<file path="src/rtl/lit_pkg.sv">
// Package: shared constants and types for the local interrupt countdown timer.
// Assumes a 4-bit word address and a data word of at least 18 bits.
package lit_pkg;
    localparam int ADDR_W   = 4;
    localparam int VEC_W    = 8;
    localparam int MASK_BIT = 16;
    localparam int MODE_BIT = 17;
    localparam int CODE_W   = 3;
    // Largest finite ratio is 2^(6+1) = 128, so 7 prescaler bits suffice.
    localparam int PRE_W    = 7;

    localparam logic [ADDR_W-1:0] A_ENTRY = 4'd0;
    localparam logic [ADDR_W-1:0] A_INIT  = 4'd1;
    localparam logic [ADDR_W-1:0] A_CUR   = 4'd2;
    localparam logic [ADDR_W-1:0] A_DIV   = 4'd3;

    localparam logic [CODE_W-1:0] CODE_DIV1 = 3'b111;

    typedef struct packed {
        logic             periodic;
        logic             mask;
        logic [VEC_W-1:0] vector;
    } entry_t;
endpackage

</file>
<file path="src/rtl/lit_regs.sv">
// Module: register file and registered read port of the timer.
// Holds the timer entry, the initial count and the divide code, and emits a
// load strobe when the initial count is written. Assumes DATA_W >= 18 and
// COUNT_W <= DATA_W.
module lit_regs #(
    parameter int DATA_W  = 32,
    parameter int COUNT_W = 32
) (
    input  logic                      clk,
    input  logic                      rst_n,
    input  logic [lit_pkg::ADDR_W-1:0] addr,
    input  logic [DATA_W-1:0]         wdata,
    input  logic                      we,
    input  logic [COUNT_W-1:0]        cur_count,
    output lit_pkg::entry_t           entry,
    output logic [COUNT_W-1:0]        init_count,
    output logic [lit_pkg::CODE_W-1:0] div_code,
    output logic                      load,
    output logic [DATA_W-1:0]         rdata
);
    import lit_pkg::*;

    entry_t              entry_q;
    logic [COUNT_W-1:0]  init_q;
    logic [CODE_W-1:0]   code_q;
    logic [DATA_W-1:0]   rd_d;
    logic [DATA_W-1:0]   rd_q;

    // Decode the initial-count write that (re)starts the countdown.
    always_comb load = we && (addr == A_INIT);

    // Capture writes to the entry, initial count and divide registers.
    always_ff @(posedge clk) begin
        if (!rst_n) begin
            entry_q <= '{periodic: 1'b0, mask: 1'b1, vector: '0};
            init_q  <= '0;
            code_q  <= '0;
        end else if (we) begin
            case (addr)
                A_ENTRY: begin
                    entry_q.vector   <= wdata[VEC_W-1:0];
                    entry_q.mask     <= wdata[MASK_BIT];
                    entry_q.periodic <= wdata[MODE_BIT];
                end
                A_INIT:  init_q <= wdata[COUNT_W-1:0];
                A_DIV:   code_q <= {wdata[3], wdata[1], wdata[0]};
                default: ;
            endcase
        end
    end

    // Select the read value for the presented address.
    always_comb begin
        rd_d = '0;
        case (addr)
            A_ENTRY: begin
                rd_d[VEC_W-1:0] = entry_q.vector;
                rd_d[MASK_BIT]  = entry_q.mask;
                rd_d[MODE_BIT]  = entry_q.periodic;
            end
            A_INIT: rd_d[COUNT_W-1:0] = init_q;
            A_CUR:  rd_d[COUNT_W-1:0] = cur_count;
            A_DIV: begin
                rd_d[0] = code_q[0];
                rd_d[1] = code_q[1];
                rd_d[3] = code_q[2];
            end
            default: rd_d = '0;
        endcase
    end

    // Register the read data so that it is due one cycle after the address.
    always_ff @(posedge clk) begin
        if (!rst_n) rd_q <= '0;
        else        rd_q <= rd_d;
    end

    assign entry      = entry_q;
    assign init_count = init_q;
    assign div_code   = code_q;
    assign rdata      = rd_q;

    // A write to the current-count address leaves all state alone.
    assert_cur_readonly_R4: assert property (@(posedge clk) disable iff (!rst_n)
        (we && addr == A_CUR) |=> ($stable(entry_q) && $stable(init_q) && $stable(code_q)));

    // A write to an unmapped address leaves all state alone.
    assert_unmapped_quiet_R12: assert property (@(posedge clk) disable iff (!rst_n)
        (we && addr > A_DIV) |=> ($stable(entry_q) && $stable(init_q) && $stable(code_q)));
endmodule

</file>
<file path="src/rtl/lit_prescaler.sv">
// Module: clock prescaler producing a tick every 1, 2, 4 ... 128 cycles.
// A free-running counter is cleared by the load strobe, so the first tick
// after a load falls exactly D cycles later. Assumes the divide code is 3 bits.
module lit_prescaler (
    input  logic                       clk,
    input  logic                       rst_n,
    input  logic                       clear,
    input  logic [lit_pkg::CODE_W-1:0] div_code,
    output logic                       tick
);
    import lit_pkg::*;

    logic [PRE_W-1:0] pcnt_q;
    logic [PRE_W-1:0] sel_mask;

    // Build the low-bit mask whose all-ones pattern marks a tick.
    always_comb begin
        sel_mask = '0;
        if (div_code != CODE_DIV1) begin
            for (int i = 0; i < PRE_W; i++) begin
                if (i <= int'(div_code)) sel_mask[i] = 1'b1;
            end
        end
    end

    // Advance the prescale counter and restart it on a load.
    always_ff @(posedge clk) begin
        if (!rst_n || clear) pcnt_q <= '0;
        else                 pcnt_q <= pcnt_q + 1'b1;
    end

    // Raise a tick when the selected low bits are all ones.
    always_comb tick = ((pcnt_q & sel_mask) == sel_mask);

    // Any ratio above one cannot tick on two cycles in a row.
    assert_tick_gap_R5: assert property (@(posedge clk) disable iff (!rst_n)
        (tick && div_code != CODE_DIV1) |=> (!tick || div_code == CODE_DIV1));
endmodule

</file>
<file path="src/rtl/lit_counter.sv">
// Module: the countdown register and the interrupt pulse.
// Loads on the load strobe, decrements on each tick, reloads in periodic
// mode and raises a mask-qualified one-cycle request on the step to zero.
module lit_counter #(
    parameter int COUNT_W = 32
) (
    input  logic                      clk,
    input  logic                      rst_n,
    input  logic                      load,
    input  logic [COUNT_W-1:0]        load_val,
    input  logic [COUNT_W-1:0]        init_count,
    input  logic                      tick,
    input  lit_pkg::entry_t           entry,
    output logic [COUNT_W-1:0]        count,
    output logic                      irq,
    output logic [lit_pkg::VEC_W-1:0] irq_vec
);
    import lit_pkg::*;

    localparam logic [COUNT_W-1:0] ONE = COUNT_W'(1);

    logic [COUNT_W-1:0] count_q;
    logic               irq_q;
    logic [VEC_W-1:0]   vec_q;

    // Count down, reload or hold, and fire on the one-to-zero step.
    always_ff @(posedge clk) begin
        if (!rst_n) begin
            count_q <= '0;
            irq_q   <= 1'b0;
            vec_q   <= '0;
        end else begin
            irq_q <= 1'b0;
            if (load) begin
                count_q <= load_val;
            end else if (tick) begin
                if (count_q > ONE) begin
                    count_q <= count_q - ONE;
                end else if (count_q == ONE) begin
                    count_q <= '0;
                    irq_q   <= !entry.mask;
                    vec_q   <= entry.vector;
                end else if (entry.periodic) begin
                    count_q <= init_count;
                end
            end
        end
    end

    assign count   = count_q;
    assign irq     = irq_q;
    assign irq_vec = vec_q;

    // The request lasts exactly one cycle.
    assert_single_pulse_R7: assert property (@(posedge clk) disable iff (!rst_n)
        irq_q |=> !irq_q);

    // No request follows a cycle with the mask set.
    assert_masked_quiet_R8: assert property (@(posedge clk) disable iff (!rst_n)
        irq_q |-> !$past(entry.mask));

    // A one-shot counter at zero stays there until reloaded.
    assert_oneshot_hold_R9: assert property (@(posedge clk) disable iff (!rst_n)
        (count_q == '0 && !entry.periodic && !load) |=> (count_q == '0));

    // The live count never exceeds the programmed initial count.
    assert_count_bound_R10: assert property (@(posedge clk) disable iff (!rst_n)
        count_q <= init_count);

    // Loading zero leaves the counter stopped and quiet.
    assert_zero_stop_R11: assert property (@(posedge clk) disable iff (!rst_n)
        (load && load_val == '0) |=> (count_q == '0 && !irq_q));
endmodule

</file>
<file path="src/rtl/lcl_irq_timer.sv">
// Module: top of the local interrupt countdown timer.
// Connects the register file, the prescaler and the countdown. Assumes one
// register access per cycle and DATA_W >= 18, COUNT_W <= DATA_W.
module lcl_irq_timer #(
    parameter int DATA_W  = 32,
    parameter int COUNT_W = 32
) (
    input  logic                      clk,
    input  logic                      rst_n,
    input  logic [lit_pkg::ADDR_W-1:0] addr,
    input  logic [DATA_W-1:0]         wdata,
    input  logic                      we,
    output logic [DATA_W-1:0]         rdata,
    output logic                      irq_req,
    output logic [lit_pkg::VEC_W-1:0] irq_vector
);
    import lit_pkg::*;

    entry_t              entry;
    logic [COUNT_W-1:0]  init_count;
    logic [COUNT_W-1:0]  cur_count;
    logic [CODE_W-1:0]   div_code;
    logic                load;
    logic                tick;

    lit_regs #(.DATA_W(DATA_W), .COUNT_W(COUNT_W)) i_regs (
        .clk        (clk),
        .rst_n      (rst_n),
        .addr       (addr),
        .wdata      (wdata),
        .we         (we),
        .cur_count  (cur_count),
        .entry      (entry),
        .init_count (init_count),
        .div_code   (div_code),
        .load       (load),
        .rdata      (rdata)
    );

    lit_prescaler i_pre (
        .clk      (clk),
        .rst_n    (rst_n),
        .clear    (load),
        .div_code (div_code),
        .tick     (tick)
    );

    lit_counter #(.COUNT_W(COUNT_W)) i_cnt (
        .clk        (clk),
        .rst_n      (rst_n),
        .load       (load),
        .load_val   (wdata[COUNT_W-1:0]),
        .init_count (init_count),
        .tick       (tick),
        .entry      (entry),
        .count      (cur_count),
        .irq        (irq_req),
        .irq_vec    (irq_vector)
    );
endmodule

</file>
<file path="config.mk">
export PLATFORM = sky130hd
export DESIGN_NAME = lcl_irq_timer
export DESIGN_NICKNAME = d
export VERILOG_FILES = /design/src/rtl/lit_pkg.sv /design/src/rtl/lit_regs.sv /design/src/rtl/lit_prescaler.sv /design/src/rtl/lit_counter.sv /design/src/rtl/lcl_irq_timer.sv
export SDC_FILE = /design/constraint.sdc
export NUM_CORES = 1
export LEC_CHECK = 0
export BUFFER_PORTS_ARGS = -buffer_cell sky130_fd_sc_hd__buf_4
export CORE_ASPECT_RATIO = 0.75
export CORE_MARGIN = 2
export CORE_UTILIZATION = 41
export DETAILED_ROUTE_END_ITERATION = 12
export PLACE_DENSITY = 0.71
export SLEW_MARGIN = 20
export SYNTH_ARGS = -nofsm -noshare
export SYNTH_HDL_FRONTEND = slang
export SYNTH_SLANG_ARGS = --single-unit
</file>
<file path="constraint.sdc">
create_clock -name clk -period 2.1 [get_ports clk]
set_clock_uncertainty 0.05 [all_clocks]
set_input_delay 0.105 -clock clk [delete_from_list [all_inputs] [get_ports clk]]
set_output_delay 0.105 -clock clk [all_outputs]
set_load 0.01 [all_outputs]
</file>
==> impl_results.md <==
- Area delta synth->final: 48.6%
- Register bit count reported by yosys: 125
- Via count: 6,192
- Setup ws final: -0.206 ns
- Tcrit/Tclk final: 110%
- Clk Latency, worst-skew pair: 0.42 ns
- Power Dens Cells: 1850 nW/um^2
- TritonRoute pass-1 iters: 6
- Gp weighted congestion: a little under 0.9
- Antenna-violating nets left: 0
- Hold Violations, Final: 0
- Final Max Slew Viols: 0
- Total power: 16.4 mW
- Max_cap viols: 0
- Relative slew slack: 56.3%
- Filler cells: between 1,000 and 1,500
- Clock Path Buffers: 2
- Mean post-synth cell area: 8.33 um^2
- Antenna violations before repair: 0
- Pre-CTS setup slack: -0.176 ns
- Critical path class: register to register
- # rows: 38
- Crit-path leading delay family: simple AND/OR/NAND/NOR gates
- Post-layout net count: 963
- First-pass GRT wire length: just under 30,000 um
- EDFF count, synth: 0
- Slew at the pin with the worst max-slew slack: 0.656 ns
- Worst setup EP type: register
- # DRC: 0
- Post-Layout Cell Count: 1,134
- Largest net degree at the start of global routing: 46
- Die extent in x: roughly 140 um
- Synth async-reset ratio: 0%
- Status: finished, violations left
- Worst Hold Class: primary input to register
- Placed cell area: 7420 um^2
- Area share of the largest cell type after synthesis: 42.1%
- Hpwl dp: 12,100 um
- CTS Buf Count: 17
- Failing checks: setup timing
- Warnings, synthesis: 0
- FF/Latch Area: 2510 um^2
- Cells after Synth: 713
- Multi-input gate area: 3420 um^2
- Maximum vdd drop: 1.28 mV
- Worst EP required: 2.35 ns
- Final setup vio count: 38
- Area leader, netlist: dfxtp_1
- Arrival @ worst endpoint: 2.55 ns
- Achievable Freq: 0.434 GHz
- Number of clock sinks: 125
- Synth Net Count: 755
- Layout cell share with drive strength beyond 1: 34.0%
- Slowest Stage Delay on Critical Path: 0.33 ns
- Worst path buffer plus inverter count: 3
- Placed insts: 1,048
- CTS tree: yes
- Crit path cell chain: nor4_4 > nand4_4 > buf_4 > buf_6 > nor4_1 > buf_4 > nor2b_1 > o211ai_1 > o211ai_1 > a21oi_2
- GRT Overall Usage: 23.6%
- Initial Util: 41.5%
- Min Clock Period, post-route: 2.31 ns
- Overall die height: 108 um
- Critical path fanouts, max: 5
- Clock slew at reported path FFs: 0.06 ns
- Mapped cell area: ~6000 um^2
- Die area: 15,500 um^2
- Count leader, synth: dfxtp_1
- Leakage Power: 3.69 nW
- Unrepaired setup endpoints after global routing: yes
- Number of vias per cell: 5.46
- Grt total ovfl: 0
- Fin area: between 8000 and 9000 um^2
- Total negative slack: -5.55 ns
- Crit-path slowest cell: dfxtp_2
- Number of global-route vias before repair: 5,831
- Main area contributors after synthesis: dfxtp_1 (42%), nand2_1 (7.4%), a21oi_1 (5.9%)
- Main synth FF type: dfxtp_1
- Clock Root Buffer: clkbuf_16
- Port bufs: 79
- Core ar.: 14,300 um^2
- Initial DRC Count: ~440
- Synth cell count leaders: dfxtp_1 (125), nand2_1 (117), nor2_1 (92), a21oi_1 (70), mux2i_1 (31)
- Wire length per cell: 16.6 um
- N_diodes: 0
- Share of the yosys chip area belonging to registers: a little over two fifths
- Drt total wl: 18,800 um
- Deepest level of the CTS H-tree: 4
- Top-level I/O count: 80
- Worst setup SP type: register
- Unique masters post-synth: 77
## per-layer routing
layer	GRT usage, %	share of wire (%)	vias to the layer above
li1	-	-	2954
met1	32.1	45	2956
met2	36.6	46	240
met3	4.87	7.0	42
met4	9.97	2.4	0
met5	0	0	-
## sequential cells by signal, summed over array words and instances, names as in the netlist
name and cells:
i_regs.rdata 32, i_cnt.irq 1, i_cnt.irq_vec 8, i_regs.entry 10, i_regs.div_code 3, i_regs.init_count 32, i_cnt.count 32, i_pre.pcnt_q 7
## per-stage QoR
| step | util [%] | hold WS, ns |
|---|---|---|
| 2_1_floorplan | - | 0.180 |
| 3_5_place_dp | 51.9 | 0.309 |
| 3_3_place_gp | 51.9 | 0.303 |
| 4_1_cts | 59.4 | 0.00316 |
| 6_report | 61.7 | 0.0219 |
| 5_1_grt | 61.7 | 0.0194 |
## tightest hold or removal path: cells and delay by family
kind,cells,cell delay (ns)
buffers and inverters,1,0.10
and+or+nand+nor,2,0.24
## where the power goes
group / switching (mW) / leakage, nW / total [mW] / internal [mW]
clock: 1.10 / 0.263 / 2.75 / 1.65
combinational: 5.30 / 2.41 / 10.6 / 5.31
sequential: 0.307 / 1.01 / 3.00 / 2.69
total: 6.71 / 3.69 / 16.4 / 9.65
## cells by family after synthesis
group                      Yosys count  share of synthesized area (%)
AOI/OAI and AO/OA                  185                           20.8
xor gates and xnor gates             6                          0.884
adders and majority gates            3                          0.632
buffers and inverters               61                           4.95
DFF                                125                           42.1
muxes                               33                           5.79
and+or+nand+nor                    300                           24.8
## repair_timing
item                                   CTS  global route
endpoints found under the hold margin   54             0
hold buffers                            33             0
cloned                                   1             1
buffers inserted                         8            14
pin swaps                                9            44
gates resized for setup                 36            57
setup endpoints to repair               39            40
## layout make-up
type | count | area share, %
Tap cell | 200 | 2.83
Timing Repair Buffer | 240 | 23.4
Multi-Input combinational cell | 528 | 38.7
Clock buffer | 21 | 5.10
Sequential cell | 125 | 28.4
Inverter | 9 | 0.383
Clock inverter | 11 | 1.08
## worst paths after layout
| check | to | from | slack (ns) | depth (start not counted) |
|---|---|---|---|---|
| setup / recovery | i_cnt.count[22]$_SDFFE_PN0P_ | i_cnt.count[12]$_SDFFE_PN0P_ | -0.21 | 10 |
| hold / removal | i_regs.rdata[0]$_SDFF_PN0_ | addr[2] | 0.02 | 3 |
| setup reg to reg | i_cnt.count[22]$_SDFFE_PN0P_ | i_cnt.count[12]$_SDFFE_PN0P_ | -0.21 | 10 |
| hold reg to reg | i_regs.init_count[3]$_SDFFE_PN0P_ | i_regs.init_count[3]$_SDFFE_PN0P_ | 0.42 | 2 |
## cell usage in the layout, fill, tap and decap left out, drive strengths merged, types with 3 or more instances in the layout
cell         instances
nand3               17
mux2i               31
and4                 4
nor4                 8
o211a                4
dlygate4sd3         33
a22oi               23
nand2b               3
a211oi               3
buf                206
nand2              117
and2                 5
a31oi                7
ha                   3
xnor2                4
inv                  9
dfxtp              125
clkinv               7
nand4                5
a221oi               3
nor2                96
o21ai               24
nor2b                4
a31o                 7
clkinvlp             3
o211ai               8
a21oi               73
and3                12
a21boi               4
or3                  6
nor3                14
a32oi                4
clkbuf              22
o21a                 3
Note: power is estimated with default switching activity, not from simulation.
